`src/rtl/sio_regacc_pkg.sv`:
```
package sio_regacc_pkg;

    localparam int NUM_CH = 2;
    localparam int NREG   = 16;
    localparam int REG_W  = 8;
    localparam int PTR_W  = $clog2(NREG);

    typedef enum logic [0:0] {
        PTR_BASE  = 1'b0,
        PTR_AIMED = 1'b1
    } ptr_state_e;

    typedef enum logic [2:0] {
        CMD_NULL     = 3'b000,
        CMD_POINT_HI = 3'b001,
        CMD_CLR_TX   = 3'b101,
        CMD_RST_IUS  = 3'b111
    } cmd_e;

    localparam logic [PTR_W-1:0] REG_CMD     = 4'd0;
    localparam logic [PTR_W-1:0] REG_ONES    = 4'd1;
    localparam logic [PTR_W-1:0] REG_MODE    = 4'd4;
    localparam logic [PTR_W-1:0] REG_FMT     = 4'd5;
    localparam logic [PTR_W-1:0] REG_MASTER  = 4'd9;
    localparam logic [PTR_W-1:0] REG_BAUD_LO = 4'd12;
    localparam logic [PTR_W-1:0] REG_BAUD_HI = 4'd13;

    localparam logic [REG_W-1:0] RD1_CONST = 8'h07;

    function automatic logic [REG_W-1:0] wreg_reset_val(input logic [PTR_W-1:0] idx);
        case (idx)
            4'd4:    return 8'h04;
            4'd9:    return 8'hC0;
            4'd11:   return 8'h08;
            4'd14:   return 8'h30;
            4'd15:   return 8'hF8;
            default: return 8'h00;
        endcase
    endfunction

endpackage

```
`src/rtl/regacc_addr_dec.sv`:
```
module regacc_addr_dec
    import sio_regacc_pkg::*;
(
    input  logic              layout_swap,
    input  logic              bus_en,
    input  logic              bus_we,
    input  logic [1:0]        bus_addr,
    output logic [NUM_CH-1:0] ctrl_wr,
    output logic [NUM_CH-1:0] ctrl_rd,
    output logic [NUM_CH-1:0] dat_wr,
    output logic [NUM_CH-1:0] dat_rd
);

    logic is_data;
    logic ch_sel;

    always_comb begin
        if (layout_swap) begin
            is_data = bus_addr[1];
            ch_sel  = bus_addr[0];
        end else begin
            is_data = bus_addr[0];
            ch_sel  = bus_addr[1];
        end
    end

    for (genvar c = 0; c < NUM_CH; c++) begin : gen_dec
        logic hit;
        assign hit        = bus_en && (ch_sel == 1'(c));
        assign ctrl_wr[c] = hit &&  bus_we && !is_data;
        assign ctrl_rd[c] = hit && !bus_we && !is_data;
        assign dat_wr[c]  = hit &&  bus_we &&  is_data;
        assign dat_rd[c]  = hit && !bus_we &&  is_data;
    end

endmodule

```
`src/rtl/regacc_rst_ctl.sv`:
```
module regacc_rst_ctl
    import sio_regacc_pkg::*;
(
    input  logic [NUM_CH-1:0] master_wr,
    input  logic [REG_W-1:0]  wdata,
    output logic [NUM_CH-1:0] soft_rst
);

    logic [1:0] code;
    assign code = wdata[7:6];

    // Bit c of the code requests a reset of channel c; both set resets both.
    for (genvar c = 0; c < NUM_CH; c++) begin : gen_rst
        assign soft_rst[c] = (|master_wr) && code[c];
    end

endmodule

```
`src/rtl/regacc_chan.sv`:
```
module regacc_chan
    import sio_regacc_pkg::*;
#(
    parameter logic [REG_W-1:0] STAT_IDLE   = 8'h44,
    parameter logic [REG_W-1:0] STAT_ABSENT = 8'h7C
) (
    input  logic                   clk,
    input  logic                   rst_n,
    input  logic                   line_absent,
    input  logic                   soft_rst,
    input  logic                   ctrl_wr,
    input  logic                   ctrl_rd,
    input  logic [REG_W-1:0]       wdata,
    output logic [REG_W-1:0]       rdata,
    output logic                   master_wr,
    output logic [PTR_W-1:0]       ptr,
    output logic [NREG*REG_W-1:0]  wregs_flat,
    output logic                   clr_tx_pls,
    output logic                   rst_ius_pls,
    output logic                   param_pls,
    output logic                   rst_pls
);

    ptr_state_e            state_q, state_d;
    logic [PTR_W-1:0]      ptr_q, ptr_d;
    logic [REG_W-1:0]      wregs_q [NREG];
    logic [REG_W-1:0]      baud_lo_q, baud_hi_q;
    cmd_e                  cmd;
    logic                  reg_wr;
    logic                  is_param_reg;

    assign cmd = cmd_e'(wdata[5:3]);

    // Next-state logic of the pointer machine.
    always_comb begin
        state_d = state_q;
        ptr_d   = ptr_q;
        unique case (state_q)
            PTR_BASE: begin
                if (ctrl_wr) begin
                    ptr_d   = {(cmd == CMD_POINT_HI), wdata[2:0]};
                    state_d = (ptr_d != REG_CMD) ? PTR_AIMED : PTR_BASE;
                end
            end
            PTR_AIMED: begin
                if (ctrl_wr || ctrl_rd) begin
                    ptr_d   = REG_CMD;
                    state_d = PTR_BASE;
                end
            end
        endcase
        if (soft_rst) begin
            ptr_d   = REG_CMD;
            state_d = PTR_BASE;
        end
    end

    always_ff @(posedge clk or negedge rst_n) begin
        if (!rst_n) begin
            state_q <= PTR_BASE;
            ptr_q   <= REG_CMD;
        end else begin
            state_q <= state_d;
            ptr_q   <= ptr_d;
        end
    end

    assign ptr       = ptr_q;
    assign master_wr = ctrl_wr && (state_q == PTR_AIMED) && (ptr_q == REG_MASTER);
    assign reg_wr    = ctrl_wr && (state_q == PTR_AIMED) && (ptr_q != REG_MASTER);
    assign is_param_reg = (ptr_q == REG_MODE) || (ptr_q == REG_FMT) ||
                          (ptr_q == REG_BAUD_LO) || (ptr_q == REG_BAUD_HI);

    // Write register bank; register 9 only ever holds its default.
    always_ff @(posedge clk or negedge rst_n) begin
        if (!rst_n) begin
            for (int i = 0; i < NREG; i++) wregs_q[i] <= wreg_reset_val(PTR_W'(i));
        end else if (soft_rst) begin
            for (int i = 0; i < NREG; i++) wregs_q[i] <= wreg_reset_val(PTR_W'(i));
        end else if (reg_wr) begin
            wregs_q[ptr_q] <= wdata;
        end
    end

    // Read-side mirrors of the baud divisor.
    always_ff @(posedge clk or negedge rst_n) begin
        if (!rst_n) begin
            baud_lo_q <= '0;
            baud_hi_q <= '0;
        end else if (soft_rst) begin
            baud_lo_q <= '0;
            baud_hi_q <= '0;
        end else if (reg_wr && (ptr_q == REG_BAUD_LO)) begin
            baud_lo_q <= wdata;
        end else if (reg_wr && (ptr_q == REG_BAUD_HI)) begin
            baud_hi_q <= wdata;
        end
    end

    for (genvar i = 0; i < NREG; i++) begin : gen_flat
        assign wregs_flat[i*REG_W +: REG_W] = wregs_q[i];
    end

    always_comb begin
        case (ptr_q)
            REG_CMD:     rdata = line_absent ? STAT_ABSENT : STAT_IDLE;
            REG_ONES:    rdata = RD1_CONST;
            REG_BAUD_LO: rdata = baud_lo_q;
            REG_BAUD_HI: rdata = baud_hi_q;
            default:     rdata = '0;
        endcase
    end

    // Registered output pulses.
    always_ff @(posedge clk or negedge rst_n) begin
        if (!rst_n) begin
            clr_tx_pls  <= 1'b0;
            rst_ius_pls <= 1'b0;
            param_pls   <= 1'b0;
            rst_pls     <= 1'b0;
        end else begin
            clr_tx_pls  <= ctrl_wr && (state_q == PTR_BASE) && (cmd == CMD_CLR_TX);
            rst_ius_pls <= ctrl_wr && (state_q == PTR_BASE) && (cmd == CMD_RST_IUS);
            param_pls   <= reg_wr && is_param_reg;
            rst_pls     <= soft_rst;
        end
    end

endmodule

```
`src/rtl/sio_regacc.sv`:
```
module sio_regacc
    import sio_regacc_pkg::*;
#(
    parameter int               BUS_W       = 32,
    parameter logic [7:0]       STAT_IDLE   = 8'h44,
    parameter logic [7:0]       STAT_ABSENT = 8'h7C
) (
    input  logic                          clk,
    input  logic                          rst_n,
    input  logic                          layout_swap,
    input  logic [1:0]                    line_absent,
    input  logic                          bus_en,
    input  logic                          bus_we,
    input  logic [1:0]                    bus_addr,
    input  logic [BUS_W-1:0]              bus_wdata,
    output logic [7:0]                    bus_rdata,
    output logic [1:0]                    data_wr_stb,
    output logic [1:0]                    data_rd_stb,
    output logic [1:0]                    clr_txint_pls,
    output logic [1:0]                    rst_ius_pls,
    output logic [1:0]                    param_upd_pls,
    output logic [1:0]                    chan_rst_pls,
    output logic [2*16*8-1:0]             wreg_bank
);

    localparam int BANK_W = NREG * REG_W;

    logic [NUM_CH-1:0]       ctrl_wr, ctrl_rd;
    logic [NUM_CH-1:0]       master_wr, soft_rst;
    logic [REG_W-1:0]        wdata8;
    logic [REG_W-1:0]        ch_rdata [NUM_CH];
    logic [NUM_CH*PTR_W-1:0] ptr_all;
    logic                    unused_hi_bits;

    assign wdata8         = bus_wdata[REG_W-1:0];
    assign unused_hi_bits = ^bus_wdata[BUS_W-1:REG_W];

    regacc_addr_dec u_dec (
        .layout_swap (layout_swap),
        .bus_en      (bus_en),
        .bus_we      (bus_we),
        .bus_addr    (bus_addr),
        .ctrl_wr     (ctrl_wr),
        .ctrl_rd     (ctrl_rd),
        .dat_wr      (data_wr_stb),
        .dat_rd      (data_rd_stb)
    );

    regacc_rst_ctl u_rst (
        .master_wr (master_wr),
        .wdata     (wdata8),
        .soft_rst  (soft_rst)
    );

    for (genvar c = 0; c < NUM_CH; c++) begin : gen_ch
        regacc_chan #(
            .STAT_IDLE   (STAT_IDLE),
            .STAT_ABSENT (STAT_ABSENT)
        ) u_chan (
            .clk         (clk),
            .rst_n       (rst_n),
            .line_absent (line_absent[c]),
            .soft_rst    (soft_rst[c]),
            .ctrl_wr     (ctrl_wr[c]),
            .ctrl_rd     (ctrl_rd[c]),
            .wdata       (wdata8),
            .rdata       (ch_rdata[c]),
            .master_wr   (master_wr[c]),
            .ptr         (ptr_all[c*PTR_W +: PTR_W]),
            .wregs_flat  (wreg_bank[c*BANK_W +: BANK_W]),
            .clr_tx_pls  (clr_txint_pls[c]),
            .rst_ius_pls (rst_ius_pls[c]),
            .param_pls   (param_upd_pls[c]),
            .rst_pls     (chan_rst_pls[c])
        );
    end

    always_comb begin
        if (ctrl_rd[1])      bus_rdata = ch_rdata[1];
        else if (ctrl_rd[0]) bus_rdata = ch_rdata[0];
        else                 bus_rdata = '0;
    end

endmodule

```
`config.mk`:
```
export PLATFORM = sky130hd
export DESIGN_NAME = sio_regacc
export DESIGN_NICKNAME = d
export VERILOG_FILES = /design/src/rtl/sio_regacc_pkg.sv /design/src/rtl/regacc_addr_dec.sv /design/src/rtl/regacc_rst_ctl.sv /design/src/rtl/regacc_chan.sv /design/src/rtl/sio_regacc.sv
export SDC_FILE = /design/constraint.sdc
export NUM_CORES = 1
export LEC_CHECK = 0
export BUFFER_PORTS_ARGS = -buffer_cell sky130_fd_sc_hd__clkbuf_2
export CORE_AREA = 2 2 156 158
export CTS_CLUSTER_SIZE = 12
export DETAILED_ROUTE_END_ITERATION = 6
export DIE_AREA = 0 0 158 160
export HOLD_SLACK_MARGIN = 0.15
export PLACE_DENSITY_LB_ADDON = 0.25
export SETUP_SLACK_MARGIN = 0.3
export SLEW_MARGIN = 20
export SYNTH_ARGS = -nofsm -noshare
export SYNTH_HDL_FRONTEND = slang
export SYNTH_SLANG_ARGS = --single-unit
export TNS_END_PERCENT = 50
```
`constraint.sdc`:
```
create_clock -name clk -period 3.5 [get_ports clk]
set_clock_uncertainty 0.2 [all_clocks]
set_input_delay 0.875 -clock clk [delete_from_list [all_inputs] [get_ports clk]]
set_output_delay 0.875 -clock clk [all_outputs]
set_load 0.01 [all_outputs]
```
==> results of run 1 <==
==> registers in the layout, summed over array words and instances (netlist names) <==
| register | cells |
|---|---|
| gen_ch.u_chan.wregs_flat | 256 |
| gen_ch.u_chan.baud_hi_q | 16 |
| gen_ch.u_chan.baud_lo_q | 16 |
| gen_ch.u_chan.ptr | 8 |
| gen_ch.u_chan.clr_tx_pls | 2 |
| gen_ch.u_chan.param_pls | 2 |
| gen_ch.u_chan.rst_ius_pls | 2 |
| gen_ch.u_chan.rst_pls | 2 |
| gen_ch.u_chan.state_q | 2 |
==> critical path, cell delays in order <==
cell and delay (ns):
sky130_fd_sc_hd__buf_2 0.17, sky130_fd_sc_hd__or3b_1 0.43, sky130_fd_sc_hd__nand2_2 0.12, sky130_fd_sc_hd__nand2_4 0.10, sky130_fd_sc_hd__o22ai_1 0.20, sky130_fd_sc_hd__buf_2 0.18
==> layout by cell type, fill, tap and decap left out, types with 3 or more instances in the layout <==
master	Yosys	final
sky130_fd_sc_hd__buf_2	42	4
sky130_fd_sc_hd__clkbuf_1	37	12
sky130_fd_sc_hd__or3_1	3	3
sky130_fd_sc_hd__nor3_1	4	4
sky130_fd_sc_hd__clkbuf_2	0	286
sky130_fd_sc_hd__nand3b_1	4	4
sky130_fd_sc_hd__nor2b_1	5	5
sky130_fd_sc_hd__dfrtp_2	0	5
sky130_fd_sc_hd__bufinv_16	0	3
sky130_fd_sc_hd__and3b_1	4	4
sky130_fd_sc_hd__o2111ai_1	3	3
sky130_fd_sc_hd__nand2b_1	10	10
sky130_fd_sc_hd__dfrtp_1	284	278
sky130_fd_sc_hd__clkbuf_16	0	35
sky130_fd_sc_hd__nor2_1	212	211
sky130_fd_sc_hd__a2111o_1	3	3
sky130_fd_sc_hd__nor3b_1	5	5
sky130_fd_sc_hd__inv_6	0	3
sky130_fd_sc_hd__a21oi_1	68	68
sky130_fd_sc_hd__nand4_1	6	6
sky130_fd_sc_hd__clkinv_2	0	3
sky130_fd_sc_hd__clkbuf_8	0	6
sky130_fd_sc_hd__dfstp_2	22	22
sky130_fd_sc_hd__nand3_1	54	54
sky130_fd_sc_hd__and3_1	4	4
sky130_fd_sc_hd__buf_12	0	7
sky130_fd_sc_hd__mux2i_1	205	205
sky130_fd_sc_hd__buf_4	29	63
sky130_fd_sc_hd__o22ai_1	10	9
sky130_fd_sc_hd__o21ai_0	44	44
sky130_fd_sc_hd__nand2_1	63	61
sky130_fd_sc_hd__nor4_4	4	5
sky130_fd_sc_hd__and2_1	15	15
sky130_fd_sc_hd__a22oi_1	9	9
sky130_fd_sc_hd__mux2_2	10	10
sky130_fd_sc_hd__o2111ai_4	5	5
==> layout make-up <==
cell class | count | share of cell area, %
Clock buffer | 53 | 6.03
Tap cell | 324 | 2.44
Antenna cell | 1 | 0.0150
Sequential cell | 306 | 46.2
Multi-Input combinational cell | 794 | 31.8
Inverter | 5 | 0.135
Clock inverter | 9 | 0.827
Timing Repair Buffer | 362 | 12.5
==> path summary, 6_finish.rpt <==
kind	to	slack, ns
setup / recovery	bus_rdata[1]	0.34
hold / removal	gen_ch[1].u_chan.wregs_flat[14]	0.14
setup reg to reg	gen_ch[0].u_chan.wregs_flat[54]	0.78
hold reg to reg	gen_ch[1].u_chan.wregs_flat[77]	0.28
max in group asynchronous	gen_ch[1].u_chan.ptr[0]	2.00
min in group clk	gen_ch[1].u_chan.wregs_flat[77]	0.28
==> per-stage QoR <==
step                util [%]  hold slack, ns  area, sq um  worst slack [ns]  total power, mW
floorplan                  -           0.284        13600             0.379             4.65
global placement        64.5           0.268        15400             0.199             5.15
detailed placement      64.5           0.270        15400             0.132             5.19
CTS                     69.5           0.219        16600             0.282             8.86
global route            69.9           0.248        16600             0.292             9.17
finish                  69.9           0.140        16600             0.341             8.85
==> metal layers <==
layer / vias up / global-route usage [%] / wire, um
met5: - / 0 / 0
met4: 0 / 11.8 / 1440
met3: 96 / 6.32 / 2580
met2: 411 / 49.2 / 18700
met1: 5260 / 41.0 / 15800
li1: 4752 / - / -
==> power breakdown <==
group / leakage, nW / internal (mW) / switching (mW)
logic: 4.81 / 0.429 / 0.740
registers: 4.15 / 3.80 / 0.211
clock network: 0.558 / 2.21 / 1.45
total: 9.52 / 6.44 / 2.40
==> kinds of logic (layout without fill, tap and decap cells) <==
family	Yosys count	after routing
buffers and inverters	122	429
flip-flops	306	306
other	0	1
multiplexers	215	215
AND/OR/NAND/NOR	413	413
AO/OA/AOI/OAI	166	166
==> timing repair <==
action / 4_1_cts / 5_1_grt
pin swaps: 1 / 2
setup buffers: 1 / 7
setup endpoints to repair: 8 / 8
resized for setup: 12 / 13
gates cloned: 0 / 0
==> out/summary.txt, run 1 <==
================================================================================
Outcome                                                             finished clean
Overall fraction of global-route tracks in use                             30.6%
Standard-cell rows                                                            57
Part of the cycle the worst path needs                                     90.3%
Number of buffers added on ports                                             292
Synth Area in Compound Gates                                               8.23%
Xor/xnor share of the synthesized area                                        0%
Warning count from the yosys run                                               0
Simple-Gate Fraction of Synth Area                                         14.4%
FILL cells                                                                  1843
Leakage power                                                            9.52 nW
Final total negative setup slack                                            0 ns
Net count reported at finish                                                1545
Top cells by instance count after synthesis                         sky130_fd_sc_hd__dfrtp_1, sky130_fd_sc_hd__nor2_1, sky130_fd_sc_hd__mux2i_1
Maximum fanout along the worst path                                           11
Final cell count without fillers                                            1854
Worst supply voltage drop on vdd                                      0.000404 V
Mean cell area of the mapped netlist                                  11.1 sq um
Synthesis-stage register bit count                                           306
GRT Residual Overflow                                                          0
Vias per cell                                                               5.67
Most area-hungry cell type in the Yosys netlist                     sky130_fd_sc_hd__dfrtp_1
DRT iter0 DRCs                                                               852
Mux share of post-synthesis cell area                                      15.9%
Worst R2R Path Depth                                                           7
Total power density per cell area                                    531 nW/um^2
Primary FF master, synth                                            sky130_fd_sc_hd__dfrtp_1
Total I/O pin count                                                          317
Measured slew at the worst slew-check pin                                1.02 ns
Quantity of hold-fixing buffers added after cts                                0
Leading cell types by total area after synthesis                    sky130_fd_sc_hd__dfrtp_1, sky130_fd_sc_hd__mux2i_1, sky130_fd_sc_hd__nor2_1
Worst setup EP type                                                 primary output
Final-report max-slew violation count                                          0
Seq/Total Area, Yosys                                                      56.6%
Final RePlAce weighted congestion                                          0.902
Horizontal extent of the die                                              158 um
Die height                                                                160 um
Number of flops mapped to enable cells by yosys                                0
Type of origin of the critical path                                   input port
Critical path data arrival time                                          2.08 ns
Post-synthesis async set-or-reset flop share                                100%
Post-synthesis instance area                                         13600 sq um
Buffer depth of the longest clock path                                         3
Clock transition at the registers of the reported paths                  0.06 ns
Main combinational cell family by area after synthesis              multiplexers
Maximum capacitance violations                                                 0
Highest attainable clock frequency                                       317 MHz
Worst hold-check path type                                          input port to asynchronous set/reset pin
# H-tree levels                                                                2
Worst R2R Start                                                     gen_ch[0].u_chan.ptr[0]
Vias in the first global route                                             10500
Final setup violation count                                                    0
Most frequently used cell type in the post-synthesis netlist        sky130_fd_sc_hd__dfrtp_1
Final critical delay including setup and external delays                 3.16 ns
Maximum number of pins on one net before global-route repair                  96
Clock Latency Late Sink                                                  0.51 ns
Post-synth net total                                                        1263
Required time of the critical path                                       2.42 ns
Unique cell type count in the Yosys netlist                                   63
Placeable Area                                                       23800 sq um
Number of placed cells counting well taps                                   1783
Final hold violation count                                                     0
Worst Path Class, Setup                                             input port to primary output
Total number of clock tree sinks                                             306
Unrepaired setup endpoints after global routing                              yes
Total DRC errors in the routed layout                                          0
Clock tree from TritonCTS                                                  built
Register Area                                                         7690 sq um
Synth Area in Adders                                                          0%
Detailed placement HPWL                                                  25.2 mm
Fraction of post-synthesis cell area in the top cell type by area          52.4%
Root cell of the clock tree                                         sky130_fd_sc_hd__clkbuf_16
Growth of design area from synthesis to finish                             22.6%
Initial Utilization                                                        57.0%
Post-synthesis cell count                                                   1222
Die footprint                                                        25300 sq um
Worst slew margin relative to its limit                                    31.6%
Number of vias after detailed routing                                      10500
Routed WL                                                                38.5 mm
Multi-input logic area                                                5290 sq um
Remaining antenna violation count after routing                                0
TritonCTS Buffers                                                             35
CP startpoint                                                        bus_addr[0]
Number of antenna violations at the first check in global routing              1
TritonRoute pass-1 iters                                                       5
Share of layout cells above drive strength 1                               31.5%
Global-route wire length before repair                                   60.1 mm
Average detailed-routed wire length per instance                         20.8 um
================================================================================
(Power assumes the default switching activity.)
==> run 2: changes to the inputs <==
CORE_AREA = 2 2 162 164   (was 2 2 156 158)
DIE_AREA = 0 0 164 166   (was 0 0 158 160)
HOLD_SLACK_MARGIN = 0.03   (was 0.15)
PLACE_DENSITY = 0.79   (was default)
PLACE_DENSITY_LB_ADDON = default   (was 0.25)
clock period = 3.1 ns   (was 3.5 ns; I/O delays follow)
==> run 2 against run 1 <==
Die area grew 7.7%; clock-buffer cell count grew 1; utilization shrank 3.1 points; hold slack gained 0.15 ns; global-route usage shrank 1.3 points; critical path depth is the same; register-to-register slack lost 0.07 ns; sequential power grew 12%; critical path type is now flip-flop to primary output; critical endpoint is now bus_rdata[4]; highest routed layer unchanged.
==> out/summary.txt, run 2 (same netlist as run 1, synthesis figures left out) <==
================================================================================
Final hold violation count                                                     0   unchanged
Worst slew margin relative to its limit                                    32.5%   +0.87 points
Initial Utilization                                                        53.0%   -4.0 points
Worst supply voltage drop on vdd                                      0.000396 V   -2.0%
TritonRoute pass-1 iters                                                       7   +2
Die footprint                                                        27200 sq um   +7.7%
Unrepaired setup endpoints after global routing                              yes
Maximum fanout along the worst path                                            7   -4
Global-route wire length before repair                                   62.4 mm   +3.8%
Tot Pwr                                                                  9.98 mW   +13%
Routed WL                                                                40.0 mm   +3.8%
Largest register FFs                                                         256   unchanged
Number of antenna violations at the first check in global routing              0   -1
Required time of the critical path                                       2.12 ns   -0.30 ns
Total DRC errors in the routed layout                                          0   unchanged
Clock tree from TritonCTS                                                  built
Leakage power                                                            9.68 nW   +1.7%
Average detailed-routed wire length per instance                         21.2 um   +1.8%
Dpl ws                                                                 0.0485 ns   -0.0831 ns
Highest attainable clock frequency                                       336 MHz
Root cell of the clock tree                                         sky130_fd_sc_hd__clkbuf_16
Final setup violation count                                                    0   unchanged
Critical path data arrival time                                          2.00 ns   -0.08 ns
Diodes inserted                                                                0   -1
Total I/O pin count                                                          317   unchanged
Standard-cell rows                                                            59   +3.5%
Maximum capacitance violations                                                 0   unchanged
Final-report max-slew violation count                                          0   unchanged
Final non-filler cell area                                           17100 sq um   +2.8%
Number of placed cells counting well taps                                   1809   +1.5%
Instance count along the most critical hold path                               1
Remaining antenna violation count after routing                                0   unchanged
Final critical delay including setup and external delays                 2.97 ns
Share of the core filled with cells in the final layout                    66.8%   -3.1 points
Measured slew at the worst slew-check pin                                1.01 ns   -0.0130 ns
Placeable Area                                                       25600 sq um   +7.5%
Maximum number of pins on one net before global-route repair                  74   -23%
GRT Residual Overflow                                                          0   unchanged
Horizontal extent of the die                                              164 um   +3.8%
Clock Latency Late Sink                                                  0.51 ns   about the same
TritonCTS Buffers                                                             34   -2.9%
Detailed placement HPWL                                                  25.8 mm   +2.4%
DRT iter0 DRCs                                                              1181   +39%
FILL cells                                                                  1896   +2.9%
Overall fraction of global-route tracks in use                             29.3%   -1.3 points
Net count reported at finish                                                1571   +1.7%
Clock transition at the registers of the reported paths                  0.06 ns   about the same
Outcome                                                             finished clean
Part of the cycle the worst path needs                                     95.9%
Final total negative setup slack                                            0 ns   unchanged
Worst hold-check path type                                          flip-flop to flip-flop
Vias per cell                                                               5.79   +2.1%
Worst Path Class, Setup                                             flip-flop to primary output
Type of origin of the critical path                                    flip-flop
Die height                                                                166 um   +3.8%
Growth of design area from synthesis to finish                             26.1%
Number of vias after detailed routing                                      10900   +4.1%
# H-tree levels                                                                2   unchanged
Worst setup EP type                                                 primary output
Final RePlAce weighted congestion                                          0.898   -0.47%
Share of layout cells above drive strength 1                               34.0%   +2.5 points
Final worst hold slack                                                  0.286 ns   +0.146 ns
Worst R2R Path Depth                                                           8   +1
Total number of clock tree sinks                                             306   unchanged
Total power density per cell area                                    584 nW/um^2   +9.8%
Buffer depth of the longest clock path                                         3   unchanged
Total cell area at the placement stage                               15700 sq um   +2.0%
Vias in the first global route                                             10900   +4.4%
Setup WS post-layout                                                    0.126 ns   -0.214 ns
Final cell count without fillers                                            1890   +1.9%
Number of buffers added on ports                                             292   unchanged
Leading cell types in the layout, fill and taps excluded            sky130_fd_sc_hd__clkbuf_2, sky130_fd_sc_hd__dfrtp_1, sky130_fd_sc_hd__nor2_1, sky130_fd_sc_hd__mux2i_1, sky130_fd_sc_hd__buf_4
Leading cell type in the layout, fill and taps excluded             sky130_fd_sc_hd__clkbuf_2
================================================================================
run 2: where the power goes:
part,switching (mW),internal [mW],total [mW]
sequential,0.201,4.29,4.49
clock,1.62,2.36,3.99
combinational,0.940,0.565,1.50
total,2.76,7.22,9.98
run 2: final cells by class:
class	instances	area [sq um]	area share (%)
timing repair buffer	389	2410	14.1
clock buffer	54	1030	6.00
multi-input combinational	794	5460	31.9
inverter	5	22.5	0.132
clock inverter	7	78.8	0.461
sequential	306	7690	45.0
tap	335	419	2.45
run 2: final timing paths:
| check | end | slack [ns] | startpoint |
|---|---|---|---|
| setup / recovery | bus_rdata[4] | 0.13 | gen_ch[0].u_chan.ptr[0] |
| hold / removal | gen_ch[1].u_chan.wregs_flat[72] | 0.29 | gen_ch[1].u_chan.wregs_flat[72] |
| setup reg to reg | gen_ch[0].u_chan.wregs_flat[46] | 0.71 | gen_ch[1].u_chan.ptr[1] |
| hold reg to reg | gen_ch[1].u_chan.wregs_flat[72] | 0.29 | gen_ch[1].u_chan.wregs_flat[72] |
| max in group asynchronous | gen_ch[1].u_chan.wregs_flat[124] | 1.19 | rst_n |
| min in group asynchronous | gen_ch[0].u_chan.wregs_flat[72] | 0.60 | rst_n |
run 2: worst max-delay path: stages (launching register included):
cell                       delay, ns
sky130_fd_sc_hd__dfrtp_2        0.46
sky130_fd_sc_hd__buf_4          0.18
sky130_fd_sc_hd__nor4b_4        0.27
sky130_fd_sc_hd__buf_4          0.18
sky130_fd_sc_hd__a21oi_2        0.05
sky130_fd_sc_hd__o22ai_2        0.17
sky130_fd_sc_hd__clkbuf_8       0.17
run 2: what timing repair did:
action	4_1_cts	5_1_grt
hold endpoints to repair	6	0
hold buffers	1	0
buffers inserted	19	0
pin swaps	12	1
gates resized for setup	39	0
endpoints found under the setup margin	8	8
run 2: layer usage:
layer	routed length (um)	track usage, %	share of wire, %	up-vias
met3	3160	5.84	7.9	107
met4	1570	12.1	3.9	0
met5	0	0	0	-
met2	19000	45.7	47	511
met1	16300	40.3	41	5512
li1	-	-	-	4819
==> run 3: changes to the inputs <==
ABC_AREA = 1   (was default)
CORE_AREA = 2 2 160 162   (was 2 2 162 164)
DIE_AREA = 0 0 162 164   (was 0 0 164 166)
==> run 3 against run 2 <==
Sequential power increased by 2%; worst setup slack got worse by 0.024 ns; first-iteration DRC count increased by 15%; non-clock buffer count decreased by 43; maximum frequency decreased by 0.80%; design area decreased by 4.7%; global-route usage increased by 0.52 points; critical path depth unchanged; synthesized cell count increased by 23%; combinational power about the same; sequential share of layout area increased by 2.2 points; die area decreased by 2.4%; largest cell class unchanged.
==> out/summary.txt, run 3 <==
================================================================================
Final worst hold slack                                                  0.290 ns   +0.00469 ns
FILL cells                                                                  2063   +8.8%
Part of the cycle the worst path needs                                     96.7%   +0.78 points
Number of flops mapped to enable cells by yosys                                0   unchanged
Delay-heaviest family, CP                                             flip-flops
Worst R2R Path Depth                                                           9   +1
List of cells traversed by the critical path                        nand2_4 > nor2_4 > buf_4 > a221oi_4 > o21ai_2 > buf_6
Maximum number of pins on one net before global-route repair                 111   +50%
Buffer depth of the longest clock path                                         3   unchanged
Average detailed-routed wire length per instance                         19.1 um   -9.8%
Standard-cell rows                                                            58   -1.7%
Detailed placement HPWL                                                  26.4 mm   +2.3%
Worst R2R Start                                                     gen_ch[0].u_chan.ptr[3]
Biggest cell delay along the critical path                               0.49 ns   +0.03 ns
Largest register FFs                                                         256   unchanged
Total DRC errors in the routed layout                                          0   unchanged
Post-synthesis cell count                                                   1501   +23%
Startpoint of the lowest-slack hold path                            gen_ch[1].u_chan.wregs_flat[73]
Die footprint                                                        26600 sq um   -2.4%
Most area-hungry cell type in the Yosys netlist                     sky130_fd_sc_hd__dfrtp_1
Final RePlAce weighted congestion                                          0.910   +1.4%
Highest attainable clock frequency                                       334 MHz   -0.80%
CP startpoint                                                       gen_ch[0].u_chan.ptr[3]
Die height                                                                164 um   -1.2%
TritonRoute pass-1 iters                                                       6   -1
Required time of the critical path                                       2.12 ns   about the same
Met2 track demand over resource in global routing                          48.4%   +2.7 points
Initial Utilization                                                        53.2%   +0.21 points
Root cell of the clock tree                                         sky130_fd_sc_hd__clkbuf_16
Multi-input logic area                                                4950 sq um   -9.3%
Overall fraction of global-route tracks in use                             29.8%   +0.52 points
Worst hold-check path type                                          flip-flop to flip-flop
Most frequently used cell type in the post-synthesis netlist        sky130_fd_sc_hd__nand3_1
Met1 track demand over resource                                            38.6%   -1.7 points
Final critical delay including setup and external delays                 3.00 ns   +0.0241 ns
Global-route wire length before repair                                   62.4 mm   about the same
GRT Residual Overflow                                                          0   unchanged
Final setup violation count                                                    0   unchanged
Final-report max-slew violation count                                          0   unchanged
Worst slew margin relative to its limit                                    20.8%   -12 points
Number of vias after detailed routing                                      12200   +12%
Horizontal extent of the die                                              162 um   -1.2%
Maximum fanout along the worst path                                            6   -1
Placeable Area                                                       24800 sq um   -3.1%
Mean cell area of the mapped netlist                                  8.80 sq um   -21%
Clock transition at the registers of the reported paths                  0.06 ns   about the same
Primary FF master, synth                                            sky130_fd_sc_hd__dfrtp_1
# H-tree levels                                                                1   -1
Outcome                                                             finished clean
Measured slew at the worst slew-check pin                                1.18 ns   +0.176 ns
Final hold violation count                                                     0   unchanged
Share of layout cells above drive strength 1                               28.4%   -5.6 points
Remaining antenna violation count after routing                                0   unchanged
Met3 usage                                                                 6.59%   +0.75 points
Maximum capacitance violations                                                 0   unchanged
Warning count from the yosys run                                               0   unchanged
Leading cell types in the layout, fill and taps excluded            sky130_fd_sc_hd__nand3_1, sky130_fd_sc_hd__nand2_1, sky130_fd_sc_hd__clkbuf_2, sky130_fd_sc_hd__dfrtp_1, sky130_fd_sc_hd__inv_1
Post-synthesis instance area                                         13200 sq um   -2.7%
Worst setup EP type                                                 primary output
CP Buf/Inv Count                                                               2   -1
Leading cell type in the layout, fill and taps excluded             sky130_fd_sc_hd__nand3_1
Net count reported at finish                                                1831   +17%
Leakage power                                                            9.30 nW   -4.0%
Post-synthesis async set-or-reset flop share                                100%   unchanged
Slowest stage cell, crit path                                       sky130_fd_sc_hd__dfrtp_2
Routed WL                                                                40.9 mm   +2.4%
Number of antenna violations at the first check in global routing              0   unchanged
Worst supply voltage drop on vdd                                      0.000474 V   +20%
Seq/Total Area, Yosys                                                      58.2%   +1.6 points
Post-synth net total                                                        1542   +22%
Final total negative setup slack                                            0 ns   unchanged
Number of logic stages on the critical path including buffering                6   unchanged
Number of buffers added on ports                                             292   unchanged
Clock tree from TritonCTS                                                  built
Destination of the worst register-to-register timing path           gen_ch[1].u_chan.wregs_flat[103]
Unique cell type count in the Yosys netlist                                   36   -43%
Diodes inserted                                                                0   unchanged
Worst Path Class, Setup                                             flip-flop to primary output
Register Area                                                         7690 sq um   about the same
R2r setup slk                                                            0.39 ns   -0.32 ns
TritonCTS Buffers                                                             31   -8.8%
Worst setup path endpoint                                           bus_rdata[2]
Busiest metal layer after global routing                                    met2
DRT iter0 DRCs                                                              1360   +15%
Vias per cell                                                               5.71   -1.5%
Growth of design area from synthesis to finish                             23.5%
Top cells by instance count after synthesis                         sky130_fd_sc_hd__nand3_1, sky130_fd_sc_hd__nand2_1, sky130_fd_sc_hd__dfrtp_1
Total power density per cell area                                    587 nW/um^2   +0.58%
Fraction of post-synthesis cell area in the top cell type by area          53.8%   +1.5 points
Tot Pwr                                                                  9.57 mW   -4.2%
Vias in the first global route                                             11600   +5.7%
Unrepaired setup endpoints after global routing                              yes
Synthesis-stage register bit count                                           306   unchanged
Critical path data arrival time                                          2.02 ns   +0.02 ns
Total number of clock tree sinks                                             306   unchanged
Total I/O pin count                                                          317   unchanged
Clock Latency Late Sink                                                  0.57 ns   +0.06 ns
Type of origin of the critical path                                    flip-flop
Leading cell types by total area after synthesis                    sky130_fd_sc_hd__dfrtp_1, sky130_fd_sc_hd__nand3_1, sky130_fd_sc_hd__nand2_1
================================================================================
-- run 3: final cells by class --
class,count,area share (%)
clock buffers,53,5.45
clock inverters,5,0.192
inverters,84,1.95
multi-input cells,1021,30.4
flip-flops and latches,306,47.2
well taps,330,2.53
repair buffers,346,12.3
-- run 3: kinds of logic after synthesis --
| kind of cell | count (synthesis) | synth area share, % |
|---|---|---|
| compound gates | 38 | 1.91 |
| simple gates | 981 | 34.1 |
| flops | 306 | 58.2 |
| buf+inv | 176 | 5.77 |
-- run 3: what timing repair did --
| action | 4_1_cts | 5_1_grt |
|---|---|---|
| resized for setup | 59 | 17 |
| setup buffers | 20 | 6 |
| hold endpoints to repair | 53 | 0 |
| pin swaps | 13 | 7 |
| hold buffers | 1 | 0 |
| gates cloned | 2 | 0 |
| endpoints found under the setup margin | 8 | 10 |
-- run 3: where the power goes --
group / internal, mW / switching [mW]
combinational: 0.555 / 0.941
clock: 1.93 / 1.56
sequential: 4.33 / 0.248
-- run 3: per-stage QoR --
stage | utilization [%] | cells | cell area [sq um] | setup WS, ns
global placement | 60.2 | 2058 | 14900 | 0.115
finish | 65.7 | 2145 | 16300 | 0.102
CTS | 65.3 | 2139 | 16200 | 0.173
floorplan | - | 1501 | 13200 | 0.541
global route | 65.7 | 2145 | 16300 | 0.0655
detailed placement | 60.2 | 2058 | 14900 | 0.0345
-- run 3: worst min path at each step --
| stage | depth (start not counted) | slack (ns) | to |
|---|---|---|---|
| 3_5_place_dp | 2 | 0.28 | gen_ch[0].u_chan.wregs_flat[76] |
| 6_report | 2 | 0.29 | gen_ch[1].u_chan.wregs_flat[73] |
| 2_1_floorplan | 2 | 0.27 | gen_ch[0].u_chan.baud_hi_q[0] |
| 4_1_cts | 2 | 0.29 | gen_ch[0].u_chan.wregs_flat[34] |
| 3_3_place_gp | 2 | 0.28 | gen_ch[1].u_chan.wregs_flat[116] |
| 5_1_grt | 2 | 0.31 | gen_ch[0].u_chan.wregs_flat[34] |
-- run 3: layer usage --
metal	part of all wire, %	vias to the layer above
li1	-	5546
met1	38	5928
met2	48	639
met3	9.6	127
met4	5.0	0
met5	0	-
-- run 3: worst min-delay path, delay by kind of cell, from the launching register on --
family	cells	cell delay, ns
AND/OR/NAND/NOR	1	0.03
buffers and inverters	1	0.05
flip-flops	1	0.37
